File: config.mk
export PLATFORM = sky130hd
export DESIGN_NAME = i2c_wiper_ctrl
export DESIGN_NICKNAME = d
export VERILOG_FILES = /design/src/rtl/i2c_wiper_pkg.sv /design/src/rtl/i2c_wiper_sync.sv /design/src/rtl/i2c_wiper_store_timer.sv /design/src/rtl/i2c_wiper_regs.sv /design/src/rtl/i2c_wiper_ctrl.sv
export SDC_FILE = /design/constraint.sdc
export NUM_CORES = 1
export LEC_CHECK = 0
export BUFFER_PORTS_ARGS = -buffer_cell sky130_fd_sc_hd__buf_2
export CORE_UTILIZATION = 34
export CTS_CLUSTER_DIAMETER = 200
export DETAILED_ROUTE_END_ITERATION = 10
export GPL_TIMING_DRIVEN = 0
export SYNTH_ARGS = -nofsm -noshare
export SYNTH_HDL_FRONTEND = slang
export SYNTH_SLANG_ARGS = --single-unit
File: constraint.sdc
create_clock -name clk_i -period 3.2 [get_ports clk_i]
set_input_delay 0.64 -clock clk_i [delete_from_list [all_inputs] [get_ports clk_i]]
set_output_delay 0.64 -clock clk_i [all_outputs]
set_load 0.02 [all_outputs]
File: src/rtl/i2c_wiper_pkg.sv
`timescale 1ns/1ps
package i2c_wiper_pkg;

  typedef enum logic [3:0] {
    ST_IDLE,
    ST_DEV,
    ST_DEV_ACK,
    ST_REG,
    ST_REG_ACK,
    ST_DATA,
    ST_DATA_ACK,
    ST_TX,
    ST_HOLD
  } bus_state_e;

  localparam logic [7:0] REG_POS = 8'h00;
  localparam logic [7:0] REG_SEL = 8'h02;

  function automatic logic reg_known(input logic [7:0] a);
    return (a == REG_POS) || (a == REG_SEL);
  endfunction

endpackage

File: src/rtl/i2c_wiper_sync.sv
`timescale 1ns/1ps
module i2c_wiper_sync #(
  parameter int STAGES = 2
) (
  input  logic clk_i,
  input  logic rst_ni,
  input  logic scl_i,
  input  logic sda_i,
  output logic sda_o,
  output logic scl_rise_o,
  output logic scl_fall_o,
  output logic start_o,
  output logic stop_o
);
  logic [STAGES-1:0] scl_p, sda_p;
  logic scl_q, sda_q, scl_s, sda_s;

  always_ff @(posedge clk_i or negedge rst_ni) begin
    if (!rst_ni) begin
      scl_p <= '1;
      sda_p <= '1;
      scl_q <= 1'b1;
      sda_q <= 1'b1;
    end else begin
      scl_p <= {scl_p[STAGES-2:0], scl_i};
      sda_p <= {sda_p[STAGES-2:0], sda_i};
      scl_q <= scl_s;
      sda_q <= sda_s;
    end
  end

  assign scl_s      = scl_p[STAGES-1];
  assign sda_s      = sda_p[STAGES-1];
  assign sda_o      = sda_s;
  assign scl_rise_o = scl_s & ~scl_q;
  assign scl_fall_o = ~scl_s & scl_q;
  assign start_o    = scl_s & scl_q & sda_q & ~sda_s;
  assign stop_o     = scl_s & scl_q & ~sda_q & sda_s;
endmodule

File: src/rtl/i2c_wiper_store_timer.sv
`timescale 1ns/1ps
module i2c_wiper_store_timer #(
  parameter int CYCLES = 1250000
) (
  input  logic clk_i,
  input  logic rst_ni,
  input  logic start_i,
  output logic busy_o
);
  localparam int CNT_W = $clog2(CYCLES + 1);

  logic [CNT_W-1:0] cnt_q;

  always_ff @(posedge clk_i or negedge rst_ni) begin
    if (!rst_ni)                        cnt_q <= '0;
    else if (start_i && cnt_q == '0)    cnt_q <= CNT_W'(CYCLES);
    else if (cnt_q != '0)               cnt_q <= cnt_q - CNT_W'(1);
  end

  assign busy_o = (cnt_q != '0);
endmodule

File: src/rtl/i2c_wiper_regs.sv
`timescale 1ns/1ps
module i2c_wiper_regs
  import i2c_wiper_pkg::*;
#(
  parameter int              POS_W       = 7,
  parameter logic [POS_W-1:0] NV_INIT_POS = 7'h40
) (
  input  logic             clk_i,
  input  logic             rst_ni,
  input  logic             wr_i,
  input  logic [7:0]       wr_addr_i,
  input  logic [POS_W-1:0] wr_data_i,
  input  logic [7:0]       rd_addr_i,
  output logic [7:0]       rd_data_o,
  output logic [POS_W-1:0] wiper_o,
  output logic             store_o
);
  logic [POS_W-1:0] pos_q, nv_q;
  logic             sel_q, recall_q;

  assign store_o = wr_i && (wr_addr_i == REG_POS) && sel_q;

  always_ff @(posedge clk_i or negedge rst_ni) begin
    if (!rst_ni) begin
      pos_q    <= '0;
      nv_q     <= NV_INIT_POS;
      sel_q    <= 1'b0;
      recall_q <= 1'b1;
    end else begin
      recall_q <= 1'b0;
      if (recall_q) pos_q <= nv_q;
      if (wr_i) begin
        if (wr_addr_i == REG_POS) begin
          pos_q <= wr_data_i;
          if (sel_q) nv_q <= wr_data_i;
        end else if (wr_addr_i == REG_SEL) begin
          sel_q <= wr_data_i[0];
        end
      end
    end
  end

  always_comb begin
    if (rd_addr_i == REG_POS)      rd_data_o = 8'(sel_q ? nv_q : pos_q);
    else if (rd_addr_i == REG_SEL) rd_data_o = {7'b0, sel_q};
    else                           rd_data_o = 8'h00;
  end

  assign wiper_o = pos_q;
endmodule

File: src/rtl/i2c_wiper_ctrl.sv
`timescale 1ns/1ps
module i2c_wiper_ctrl
  import i2c_wiper_pkg::*;
#(
  parameter logic [6:0]       DEV_ADDR     = 7'h28,
  parameter int               POS_W        = 7,
  parameter logic [POS_W-1:0] NV_INIT_POS  = 7'h40,
  parameter int               STORE_CYCLES = 1250000,
  parameter int               SYNC_STAGES  = 2
) (
  input  logic             clk_i,
  input  logic             rst_ni,
  input  logic             scl_i,
  input  logic             sda_i,
  output logic             sda_oe_o,
  output logic [POS_W-1:0] wiper_o,
  output logic             busy_o
);
  localparam int BITS_W = 4;

  logic sda_s, scl_rise, scl_fall, ev_start, ev_stop;
  logic rise, fall, start, stop;

  bus_state_e         state_q;
  logic [BITS_W-1:0]  bit_cnt_q;
  logic [7:0]         sh_q, ptr_q, rd_data;
  logic [6:0]         tx_q;
  logic               rw_q, oe_q, pend_q, store;
  logic [POS_W-1:0]   pend_data_q;
  logic               commit;

  i2c_wiper_sync #(.STAGES(SYNC_STAGES)) u_sync (
    .clk_i, .rst_ni, .scl_i, .sda_i,
    .sda_o(sda_s), .scl_rise_o(scl_rise), .scl_fall_o(scl_fall),
    .start_o(ev_start), .stop_o(ev_stop)
  );

  // bus events are dropped while a store runs
  assign rise   = scl_rise & ~busy_o;
  assign fall   = scl_fall & ~busy_o;
  assign start  = ev_start & ~busy_o;
  assign stop   = ev_stop  & ~busy_o;
  assign commit = stop & pend_q;

  i2c_wiper_regs #(.POS_W(POS_W), .NV_INIT_POS(NV_INIT_POS)) u_regs (
    .clk_i, .rst_ni,
    .wr_i(commit), .wr_addr_i(ptr_q), .wr_data_i(pend_data_q),
    .rd_addr_i(ptr_q), .rd_data_o(rd_data),
    .wiper_o(wiper_o), .store_o(store)
  );

  i2c_wiper_store_timer #(.CYCLES(STORE_CYCLES)) u_timer (
    .clk_i, .rst_ni, .start_i(store), .busy_o(busy_o)
  );

  always_ff @(posedge clk_i or negedge rst_ni) begin
    if (!rst_ni) begin
      state_q     <= ST_IDLE;
      bit_cnt_q   <= '0;
      sh_q        <= '0;
      ptr_q       <= '0;
      tx_q        <= '0;
      rw_q        <= 1'b0;
      oe_q        <= 1'b0;
      pend_q      <= 1'b0;
      pend_data_q <= '0;
    end else if (busy_o) begin
      state_q <= ST_IDLE;
      oe_q    <= 1'b0;
      pend_q  <= 1'b0;
    end else if (start) begin
      state_q   <= ST_DEV;
      bit_cnt_q <= '0;
      oe_q      <= 1'b0;
      pend_q    <= 1'b0;
    end else if (stop) begin
      state_q <= ST_IDLE;
      oe_q    <= 1'b0;
      pend_q  <= 1'b0;
    end else begin
      unique case (state_q)
        ST_DEV, ST_REG, ST_DATA: begin
          if (rise) begin
            sh_q      <= {sh_q[6:0], sda_s};
            bit_cnt_q <= bit_cnt_q + BITS_W'(1);
          end else if (fall && bit_cnt_q == BITS_W'(8)) begin
            bit_cnt_q <= '0;
            if (state_q == ST_DEV) begin
              rw_q    <= sh_q[0];
              oe_q    <= (sh_q[7:1] == DEV_ADDR);
              state_q <= (sh_q[7:1] == DEV_ADDR) ? ST_DEV_ACK : ST_IDLE;
            end else if (state_q == ST_REG) begin
              ptr_q   <= sh_q;
              oe_q    <= 1'b1;
              state_q <= ST_REG_ACK;
            end else begin
              oe_q    <= reg_known(ptr_q);
              state_q <= reg_known(ptr_q) ? ST_DATA_ACK : ST_IDLE;
              if (reg_known(ptr_q)) begin
                pend_q      <= 1'b1;
                pend_data_q <= sh_q[POS_W-1:0];
              end
            end
          end
        end
        ST_DEV_ACK: if (fall) begin
          if (rw_q) begin
            tx_q    <= rd_data[6:0];
            oe_q    <= ~rd_data[7];
            state_q <= ST_TX;
          end else begin
            oe_q    <= 1'b0;
            state_q <= ST_REG;
          end
        end
        ST_REG_ACK: if (fall) begin
          oe_q    <= 1'b0;
          state_q <= ST_DATA;
        end
        ST_DATA_ACK: if (fall) begin
          oe_q    <= 1'b0;
          state_q <= ST_HOLD;
        end
        ST_TX: if (fall) begin
          if (bit_cnt_q == BITS_W'(7)) begin
            oe_q    <= 1'b0;
            state_q <= ST_HOLD;
          end else begin
            oe_q      <= ~tx_q[6];
            tx_q      <= {tx_q[5:0], 1'b0};
            bit_cnt_q <= bit_cnt_q + BITS_W'(1);
          end
        end
        default: ;
      endcase
    end
  end

  assign sda_oe_o = oe_q;
endmodule

==> Yosys cells after proc, flatten, opt, wreduce, memory -nomap -nowiden <==
Cells that the tools add are included.
{ "word_totals": {"wordCells": 162, "ff_bits": 84, "output_inout_bits": 9, "inputBits": 4} }
{ "op_classes": {"n_reduce_logical": 29, "muxes": 58, "add_sub_neg": 2, "eq_ne": 30, "bitwise": 25} }
{ "op_table": {"columns": ["cell", "count"], "rows": [
  ["2-to-1 mux 4 bit", 16],
  ["2-to-1 mux 7 bit", 8],
  ["2-to-1 mux 21 bit", 2],
  ["inequality test 5 bit (second input constant)", 7],
  ["AND reduction 8 bit", 3],
  ["2-to-1 mux 1 bit", 22],
  ["zero test 21 bit", 1],
  ["nonzero test 21 bit", 1],
  ["subtractor 21 x 1 -> 21 bit (second input constant)", 1],
  ["== test 4 x 3 -> 1 bit (second input constant)", 5],
  ["one-hot mux 4 bit (5 select lines)", 1],
  ["AND reduction 6 bit", 3],
  ["one-hot mux 7 bit (2 select lines)", 1],
  ["inverter 1 bit", 13],
  ["AND 1 bit", 12],
  ["2-to-1 mux 3 bit", 4],
  ["inequality test 4 bit (second input constant)", 3],
  ["nonzero test 4 bit", 3],
  ["inequality test 2 bit (second input constant)", 5],
  ["AND reduction 9 bit", 1],
  ["== test 4 x 2 -> 1 bit (second input constant)", 2],
  ["== test 8 x 2 -> 1 bit (second input constant)", 1],
  ["zero test 8 bit", 1],
  ["2-to-1 mux 8 bit", 1],
  ["other kinds (21)", 27]
]} }

==> Depth between registers and ports, before layout <==
{ "logic_depth": {"depth_word": 11, "ltp_mapped": 9, "ltp_nobuf": 8} }

==> Modules after synthesis <==
A second synthesis with hierarchy kept.
{ "unflattened": {"hier_cells": 374, "hier_area_um2": 4284.1} }
{ "modules_own_cells": {"columns": ["module", "area_per_inst_um2", "cells_each", "n_inst", "seq_area_each_um2"], "rows": [
  ["i2c_wiper_ctrl", 2102.0, 190, 1, 1026.0],
  ["i2c_wiper_store_timer", 1097.3, 105, 1, 525.5],
  ["i2c_wiper_regs", 894.6, 69, 1, 402.9],
  ["i2c_wiper_sync", 190.2, 10, 1, 157.7]
]} }

==> Least setup slack after synthesis <==
Ideal clock, no wire load.
{ "synth_timing": {"path_kind": "flip-flop to flip-flop", "from": "reg u_timer.cnt_q[14]", "to": "reg u_regs.nv_q[4]", "required_ps": 3073, "period_less_slack_ps": 2964, "t_arrival_ps": 2836, "path_stages_with_launch": 7, "slack_ps": 236, "setup_ps": 127, "path_buffers": 1, "path_cell_list": "dfrtp_1 > or4_4 > or4b_4 > or4_4 > nor4_4 > buf_6 > mux2_1"} }
{ "synth_via": {"elab_chain_cells": 5} }
{ "synth_rtl": {"columns": ["element", "line", "text"], "rows": [
  ["from (decl)", "i2c_wiper_store_timer.sv:12", "logic [CNT_W-1:0] cnt_q;"],
  ["from (signal assigned)", "i2c_wiper_store_timer.sv:16", "else if (start_i && cnt_q == '0) cnt_q <= CNT_W'(CYCLES);"],
  ["from (signal assigned)", "i2c_wiper_store_timer.sv:17", "else if (cnt_q != '0) cnt_q <= cnt_q - CNT_W'(1);"],
  ["nonzero test 21 bit", "i2c_wiper_store_timer.sv:20", "assign busy_o = (cnt_q != '0);"],
  ["inverter 1 bit (no line)", null, null],
  ["AND 1 bit", "i2c_wiper_ctrl.sv:42", "assign stop = ev_stop & ~busy_o;"],
  ["AND 1 bit", "i2c_wiper_ctrl.sv:43", "assign commit = stop & pend_q;"],
  ["AND reduction 3 bit (no line)", null, null],
  ["to (signal assigned)", "i2c_wiper_regs.sv:35", "if (sel_q) nv_q <= wr_data_i;"],
  ["to (decl)", "i2c_wiper_regs.sv:18", "logic [POS_W-1:0] pos_q, nv_q;"]
]} }
No other way between the ends.
A chain may end at the register's enable or synchronous reset.

==> Worst setup path after layout <==
{ "layout_timing": {"from": "reg u_timer.cnt_q[14]", "to": "reg u_regs.nv_q[0]"} }
The elaborated chain is that of the path after synthesis.

==> results_dict.tcl <==
set metrics [dict create \
    crit_chain "or4_4, or4b_4, or4_4, nor4_4, buf_4, mux2_2" \
    cts_buffer_depth 2 \
    synthesis.area_mm2 0.00408 \
    drc 0 \
    ir_drop_mv 0.355 \
    finalCritPeriodShare_pct 95.8 \
    fin_ws_ns 0.134 \
    antenna_found_initial 0 \
    clkTransAtPathRegs_ns 0.06 \
    fin_util_pct 40.4 \
    finalHoldViolations 0 \
    nets 415 \
    cts_max_level 3 \
    synth_fp_nets 390 \
    io_pins 13 \
    grt.total_usage_pct 14.8 \
    cap_viol_max_count 0 \
    path_buf_inv 1 \
    cp-start-kind "register" \
    worst_pin_slew_ns 0.947 \
    synth_flop_cell "dfrtp_1" \
    max_slew_margin_pct 36.3 \
    core_area_mm2 0.0116 \
    worst-path-max-fanout 6 \
    firstDrtPassIters 4 \
    grt.overflow.total 0 \
    finalMaxSlewViolations 0 \
    die_w_um 112 \
    path_delay_family "simple AND/OR/NAND/NOR gates" \
    num_vias 2924 \
    yosysTopAreaCell "dfrtp_1" \
    rows 39 \
    worst_path_max_delay_cell "or4b_4" \
    synth_async_sr_flop_share_pct 100 \
    cts_tree "built" \
    die_area_mm2 0.0124 \
    dp_hpwl_um 5800 \
    rsz0062_at_grt "no" \
    postSynthCellCount 382 \
    hold_buffers 0 \
    grt_pass1_wl_um 14400 \
    avgSynthCellArea_um2 10.7 \
    clock_latency_ns 0.35 \
    drive_above_1_share_pct 18.9 \
    cp_common_cell "or4_4" \
    die_h_um 112 \
    nFillCells 1107 \
    synth.area.top_cells "dfrtp_1 (47%), mux2_2 (7.7%), dfstp_2 (5.2%), mux2i_1 (3.7%), nand2_1 (2.9%)" \
    antenna_cells 0 \
    power.density_mw_per_mm2 618 \
    synth_warnings 0 \
    hold_class "in2async" \
    setup_viol 0 \
    finalPower_w 0.00289 \
    grt_max_degree 64 \
    vias_per_cell 5.27 \
    clock_sink_count 84 \
    ys_seq_elements 84 \
    synth_top_area_share_pct 46.6 \
    initialDrtViolationCount 136 \
    initial_core_util_pct 35.3 \
    clk_root_buffer_cell "clkbuf_16" \
    path_class "reg2reg" \
    yosysUniqueCellTypes 54 \
    wl_per_cell_um 14.7 \
    max_freq_mhz 326 \
    fin_crit_ns 3.07 \
    cp.required_ns 3.44 \
    numCtsBuffers 9 \
    status "finished clean" \
    place_congestion 0.835 \
    areaGrowthSynthToFinish_pct 14.4 \
    totalWireLength_um 8160 \
    grt_pass1_vias 2986 \
    endpoint_kind "register" \
    dp_worst_setup_slack_ns -0.0958 \
    cpPeakStageDelay_ns 0.60 \
    final_antenna_net_count 0 \
    seq_area_frac_synth_pct 51.7 \
    finalClockSkew_ns 0.00942 \
    synth-edff-count 0 \
    port_buffers 12 \
    p_leak_nw 2.14 \
    arrival_ns 3.30 \
]
[layer usage]
| metal | vias to the layer above | part of all wire, % | global-route usage (%) |
|---|---|---|---|
| li1 | 1439 | - | - |
| met1 | 1436 | 47 | 18.8 |
| met2 | 36 | 49 | 23.8 |
| met3 | 13 | 2.7 | 4.46 |
| met4 | 0 | 1.7 | 5.41 |
| met5 | - | 0 | 0 |
[power breakdown]
| part | leakage [nW] | switching (W) | internal [W] | total [W] |
|---|---|---|---|---|
| Combinational | 0.878 | 0.000348 | 0.000257 | 0.000605 |
| Clock | 0.136 | 0.000428 | 0.000609 | 0.00104 |
| Sequential | 1.13 | 0.0000875 | 0.00116 | 0.00124 |
| Total | 2.14 | 0.000863 | 0.00202 | 0.00289 |
[worst register-to-register path, stage by stage, from the launching register on]
cell	delay (ns)
dfrtp_1	0.41
or4_4	0.56
or4b_4	0.60
or4_4	0.58
nor4_4	0.24
buf_4	0.22
mux2_2	0.33
[cell type report]
cell class                      instances  area (µm²)  share of cell area (%)
Sequential cell                        84        2110                    45.2
Buffer                                 15        73.8                    1.58
Multi-Input combinational cell        274        1870                    40.1
Clock buffer                           11         233                    4.98
Inverter                                8        32.5                   0.696
Tap cell                              143         179                    3.83
Clock inverter                          5        62.6                    1.34
Timing Repair Buffer                   15         105                    2.25
[flip-flops by register name (all words and copies together), names as in the netlist]
| register | flops |
|---|---|
| sda_oe_o | 1 |
| u_timer.cnt_q | 21 |
| u_regs.nv_q | 7 |
| ptr_q | 8 |
| u_sync.scl_q | 1 |
| u_regs.recall_q | 1 |
| pend_q | 1 |
| pend_data_q | 7 |
| bit_cnt_q | 4 |
| u_regs.wiper_o | 7 |
| u_sync.scl_p | 2 |
| u_regs.sel_q | 1 |
| state_q | 4 |
| tx_q | 7 |
| sh_q | 8 |
| u_sync.sda_p | 2 |
| u_sync.sda_q | 1 |
| rw_q | 1 |
[cell usage in the layout (no fill, tap or decap), types with 3 or more instances in the layout]
master / count
a21oi_1: 23
buf_4: 3
o21ai_0: 21
xor2_1: 4
nand3_1: 3
mux2_1: 3
or4_1: 8
nor4_1: 9
nand2_1: 31
and2_1: 3
or3_1: 9
dfstp_2: 8
xnor2_1: 9
o211ai_1: 5
clkbuf_16: 9
nand4b_1: 3
clkbuf_1: 12
buf_2: 13
nor2b_1: 4
mux2_2: 28
mux2i_1: 15
and4b_1: 3
nand2b_1: 5
or2_2: 3
dfrtp_1: 76
o21a_1: 3
nor3_1: 13
nor2_1: 31
ha_1: 4
inv_1: 7
a211oi_1: 3
[cells by family after synthesis]
group | Yosys count | synth area share (%)
AND/OR/NAND/NOR | 140 | 19.0
XOR/XNOR | 13 | 2.79
adder cells (fa/ha/maj) | 4 | 1.23
multiplexers | 46 | 12.2
buffers and inverters | 24 | 2.64
other | 1 | 0.0919
flip-flops | 84 | 51.7
AO/OA/AOI/OAI | 70 | 10.3
[synth_stat cells (3+ instances only)]
master,number
a211oi_1,3
a21oi_1,23
and2_1,3
and4b_1,3
clkbuf_1,11
dfrtp_1,76
dfstp_2,8
ha_1,4
inv_1,8
mux2_1,3
mux2_2,28
mux2i_1,15
nand2_1,31
nand2b_1,5
nand3_1,3
nand4b_1,3
nor2_1,31
nor2b_1,4
nor3_1,14
nor4_1,9
o211ai_1,5
o21a_1,3
o21ai_0,21
or2_2,3
or3_1,9
or4_1,8
xnor2_1,9
xor2_1,4
[worst paths after layout]
| path | end | startpoint | depth (start not counted) | slack [ns] |
|---|---|---|---|---|
| min in group clk_i | u_sync.scl_p[1] | u_sync.scl_p[0] | 0 | 0.36 |
| max in group asynchronous | u_sync.sda_q | rst_ni | 2 | 2.37 |
| hold / removal | u_timer.cnt_q[15] | rst_ni | 1 | 0.19 |
| setup / recovery | u_regs.nv_q[0] | u_timer.cnt_q[14] | 6 | 0.13 |
| setup reg to reg | u_regs.nv_q[0] | u_timer.cnt_q[14] | 6 | 0.13 |
| hold reg to reg | u_sync.scl_p[1] | u_sync.scl_p[0] | 0 | 0.36 |
[per-stage QoR]
step / instances / setup TNS, ns / hold WS, ns / cell area (µm²)
after floorplan: 382 / 0 / 0.344 / 4080
after global placement: 537 / -0.213 / 0.346 / 4320
after detailed placement: 538 / -0.239 / 0.347 / 4350
after CTS: 554 / 0 / 0.189 / 4650
after global routing: 555 / 0 / 0.203 / 4670
final: 555 / 0 / 0.187 / 4670
[timing repair]
item	CTS	global route
setup buffers	1	1
setup endpoints to repair	5	9
resized for setup	2	2
pin swaps	1	2
No activity file was read; power rests on OpenSTA's default activity.
